$ cat config.mk
export PLATFORM = sky130hd
export DESIGN_NAME = trace_acceptor
export DESIGN_NICKNAME = d
export VERILOG_FILES = /design/src/rtl/trace_acc_pkg.sv /design/src/rtl/trace_letter_decode.sv /design/src/rtl/trace_next_state.sv /design/src/rtl/trace_state_reg.sv /design/src/rtl/trace_acceptor.sv
export SDC_FILE = /design/constraint.sdc
export NUM_CORES = 1
export LEC_CHECK = 0
export BUFFER_PORTS_ARGS = -buffer_cell sky130_fd_sc_hd__buf_2
export CELL_PAD_IN_SITES_DETAIL_PLACEMENT = 1
export CELL_PAD_IN_SITES_GLOBAL_PLACEMENT = 2
export CORE_AREA = 2 2 39 41
export CTS_BUF_LIST = sky130_fd_sc_hd__clkbuf_4 sky130_fd_sc_hd__clkbuf_8
export DETAILED_ROUTE_END_ITERATION = 8
export DIE_AREA = 0 0 41 43
export PLACE_DENSITY = 0.35
export SYNTH_ARGS = -nofsm -noshare
export SYNTH_HDL_FRONTEND = slang
export SYNTH_SLANG_ARGS = --single-unit
$ cat constraint.sdc
create_clock -name clk -period 1.4 [get_ports clk]
set_input_delay 0 -clock clk [delete_from_list [all_inputs] [get_ports clk]]
set_output_delay 0 -clock clk [all_outputs]
set_load 0.005 [all_outputs]
$ cat src/rtl/trace_acc_pkg.sv
// Package: shared types and letter codes for the trace acceptor.
// Assumes a letter is {input bit, output bit} of the monitored machine.
package trace_acc_pkg;
    localparam int LETTER_W = 2;

    typedef logic [LETTER_W-1:0] letter_t;

    localparam letter_t CODE_REST = 2'b00;  // input 0, output 0
    localparam letter_t CODE_BAD  = 2'b01;  // input 0, output 1 (never legal)
    localparam letter_t CODE_HOLD = 2'b10;  // input 1, output 0
    localparam letter_t CODE_FIRE = 2'b11;  // input 1, output 1

    typedef enum logic [1:0] {
        ST_HOME = 2'd0,
        ST_MARK = 2'd1,
        ST_SINK = 2'd2
    } acc_state_e;
endpackage

$ cat src/rtl/trace_letter_decode.sv
// Module: sorts one observed letter into the three legal classes.
// Assumes the letter is formed as {input bit, output bit}. A letter that
// matches no class is illegal; the next-state logic treats it by default.
module trace_letter_decode
    import trace_acc_pkg::*;
(
    input  logic    letter_valid,
    input  letter_t letter,
    output logic    take_rest,
    output logic    take_hold,
    output logic    take_fire
);
    // Qualify each legal class with the valid strobe.
    always_comb begin
        take_rest = letter_valid && (letter == CODE_REST);
        take_hold = letter_valid && (letter == CODE_HOLD);
        take_fire = letter_valid && (letter == CODE_FIRE);
    end
endmodule

$ cat src/rtl/trace_next_state.sv
// Module: transition function of the acceptor.
// Assumes the take_* inputs are mutually exclusive and already qualified by
// letter_valid. Any valid letter without a legal move leads to the sink,
// and so does the unused state code.
module trace_next_state
    import trace_acc_pkg::*;
(
    input  acc_state_e cur,
    input  logic       letter_valid,
    input  logic       take_rest,
    input  logic       take_hold,
    input  logic       take_fire,
    output acc_state_e nxt
);
    // Select the successor state for the current letter.
    always_comb begin
        nxt = cur;
        if (letter_valid) begin
            unique case (cur)
                ST_HOME: begin
                    if (take_rest)      nxt = ST_HOME;
                    else if (take_fire) nxt = ST_MARK;
                    else                nxt = ST_SINK;
                end
                ST_MARK: begin
                    if (take_hold)      nxt = ST_MARK;
                    else if (take_rest) nxt = ST_HOME;
                    else                nxt = ST_SINK;
                end
                default: nxt = ST_SINK;
            endcase
        end
    end
endmodule

$ cat src/rtl/trace_state_reg.sv
// Module: state register with synchronous active-low reset to home.
// Assumes rst_n is synchronous to clk.
module trace_state_reg
    import trace_acc_pkg::*;
(
    input  logic       clk,
    input  logic       rst_n,
    input  acc_state_e nxt,
    output acc_state_e cur
);
    // Capture the next state; reset returns to the home state.
    always_ff @(posedge clk) begin
        if (!rst_n) cur <= ST_HOME;
        else        cur <= nxt;
    end
endmodule

$ cat src/rtl/trace_acceptor.sv
// Module: top of the trace acceptor. It checks that the observed
// {input, output} letters form a legal trace of a two-state Mealy machine.
// Assumes one letter per cycle in which letter_valid is high. The outputs
// depend only on the state, so they appear one clock after the letter.
module trace_acceptor
    import trace_acc_pkg::*;
(
    input  logic clk,
    input  logic rst_n,
    input  logic letter_valid,
    input  logic mach_in,
    input  logic mach_out,
    output logic accept,
    output logic error
);
    letter_t    letter;
    logic       take_rest;
    logic       take_hold;
    logic       take_fire;
    acc_state_e state_nx;
    acc_state_e state_q;

    assign letter = {mach_in, mach_out};

    trace_letter_decode u_decode (
        .letter_valid (letter_valid),
        .letter       (letter),
        .take_rest    (take_rest),
        .take_hold    (take_hold),
        .take_fire    (take_fire)
    );

    trace_next_state u_next (
        .cur          (state_q),
        .letter_valid (letter_valid),
        .take_rest    (take_rest),
        .take_hold    (take_hold),
        .take_fire    (take_fire),
        .nxt          (state_nx)
    );

    trace_state_reg u_reg (
        .clk   (clk),
        .rst_n (rst_n),
        .nxt   (state_nx),
        .cur   (state_q)
    );

    // Decode the visible verdict from the current state.
    always_comb begin
        error  = (state_q == ST_SINK);
        accept = !error;
    end
endmodule

==> out/qor.txt <==
First DRT Iteration DRCs: 1
placed insts: 35
Final #Nets: 30
mux contribution to synthesized area: 0%
largest family of logic cells by synthesized area: simple AND/OR/NAND/NOR gates
antenna fix cells: 0
Die Ht: 43 microns
H-tree Lvls: 1
YS warnings: 0
multi-input logic area: 62.6 sq um
relative slew slack: 82.5%
Placer Congestion: 0.602
Worst-path clk slew: 0.03 ns
largest net degree at the start of global routing: 5
placed cell areas: 160 sq um
via count: 135
initial antenna violation count: 0
Power Dens Cells: 1140 mW/mm^2
setup TNS: 0 ns
Largest Register: u_reg.cur
CTS buffer count: 3
Slew @ Worst Pin: 0.258 ns
Worst VDD drop: 0.000260 V
Detailed Route WL: 318 microns
biggest regs: u_reg.cur (2)
Area growth syn-to-layout: 75.0%
total grt overflow: 0
Avg Inst Size Synth: 8.47 sq um
DRC viols: 0
Distinct cells, synth: 9
Root Driver: clkbuf_4
status: finished, final reports clean
CP Capture Type: register
CTS max path bufs: 2
Fill cells: 177
post-DP HPWL: 255 microns
I/O pin total: 7
Avg WL per Cell: 8.15 microns
number of global-route vias before repair: 126
DRT antenna net count: 0
post-route cell area: 193 sq um
die boundary width: 41 microns
max reg flops: 2
compound-gate portion of the synthesized area: 25.0%
port buffer count: 6
final hold violation count: 0
DR pass1 iterations: 2
Register Area: 40.0 sq um
leak pwr: 0.0873 nW
die area: 0.00176 sq mm
adder-cell share of the synthesized area: 0%
simple-gate area share of the yosys netlist: 31.8%
Syn Inst Count: 13
worst path arrival time: 1.19 ns
Mapped Nets: 18
clk sink count: 2
Period Utilization, post-route: 72.8%
CP startpoint kind: register
Clock Latency Late Sink: 0.22 ns
fin. max-slew vios: 0
Finished Layout Cells: 39
final core occ: 13.9%
Seq cells post-synth: 2
xor/xnor share of the synthesized area: 0%
CP Data Required Time: 1.57 ns
Period minus WS final: 1.02 ns
Clock Skew: 0.00291 ns
layout cell share with drive strength beyond 1: 43.5%
RSZ-0062 raised after global routing: no
endpoints failing setup: 0
Max Clock Freq: 981 MHz
Initial Util: 7.96%
core area: 0.00138 sq mm
Crit Path Class: register to register
Max-cap violations: 0
Worst Hold Class: input port to register
Via density: 3.46
GRT Util Overall: 4.90%
row count: 14
CTS tree: yes
PostCTS Resize Cnt: 0
synthesized cell area: 110 sq um
first-pass GRT wire length: 483 microns
final hold slack: 0.132 ns
crit-path max FO: 4
sequential share of the synthesized area: 36.4%
## through the flow
stage	power (mW)	setup slack (ns)
finish	0.220	0.381
global route	0.247	0.274
CTS	0.231	0.378
detailed placement	0.0930	0.380
global placement	0.0941	0.361
floorplan	0.0776	0.439
## cells by family (layout without fill, tap and decap cells)
family | after synthesis | count (layout)
buffers and inverters | 2 | 12
AND/OR/NAND/NOR | 5 | 5
flip-flops | 2 | 2
AO/OA/AOI/OAI | 4 | 4
## worst max-delay path: stages, from the launching register on
cell     delay, ns
dfxtp_1       0.32
or3b_1        0.37
a21oi_1       0.15
o21a_1        0.12
## timing repair
action,4_1_cts,5_1_grt
hold endpoints to repair,1,0
hold buffers,1,0
buffers inserted,0,0
## where the power goes
part / switching, mW / internal, mW / leakage (nW)
sequential: 0.00341 / 0.0612 / 0.0164
combinational: 0.0122 / 0.0169 / 0.0570
clock: 0.0323 / 0.0945 / 0.0138
## cell usage after synthesis
| cell type | number | area share, % |
|---|---|---|
| a21oi_1 | 2 | 9.1 |
| dfxtp_1 | 2 | 36 |
| inv_1 | 2 | 6.8 |
| nand2_1 | 2 | 6.8 |
| nor4b_1 | 1 | 8.0 |
| nor4bb_1 | 1 | 9.1 |
| o21a_1 | 1 | 6.8 |
| o31a_2 | 1 | 9.1 |
| or3b_1 | 1 | 8.0 |
## worst paths after layout
path,start,to,slack (ns),depth (start not counted)
setup / recovery,u_reg.cur[1]$_SDFFE_PN0P_,u_reg.cur[0]$_SDFFE_PN0P_,0.38,3
hold / removal,letter_valid,u_reg.cur[0]$_SDFFE_PN0P_,0.13,3
setup reg to reg,u_reg.cur[1]$_SDFFE_PN0P_,u_reg.cur[0]$_SDFFE_PN0P_,0.38,3
hold reg to reg,u_reg.cur[1]$_SDFFE_PN0P_,u_reg.cur[1]$_SDFFE_PN0P_,0.55,1
## placed cells by master (no fill, tap or decap)
| master | Yosys | layout |
|---|---|---|
| a21oi_1 | 2 | 2 |
| buf_2 | 0 | 6 |
| clkbuf_4 | 0 | 3 |
| dfxtp_1 | 2 | 2 |
| dlygate4sd3_1 | 0 | 1 |
| inv_1 | 2 | 2 |
| nand2_1 | 2 | 2 |
| nor4b_1 | 1 | 1 |
| nor4bb_1 | 1 | 1 |
| o21a_1 | 1 | 1 |
| o31a_2 | 1 | 1 |
| or3b_1 | 1 | 1 |
## routing by layer
metal	part of all wire [%]	vias to the layer above	global-route usage [%]
li1	-	67	-
met4	0	0	4.00
met1	47	59	5.10
met5	0	-	0
met3	16	0	6.28
met2	37	9	4.69
## final cells by class
cell class	instances	area share (%)
Tap cell	16	10.4
Inverter	2	3.90
Multi-Input combinational cell	9	32.5
Sequential cell	2	20.8
Timing Repair Buffer	7	20.8
Clock buffer	3	11.7
(Power assumes the default switching activity.)
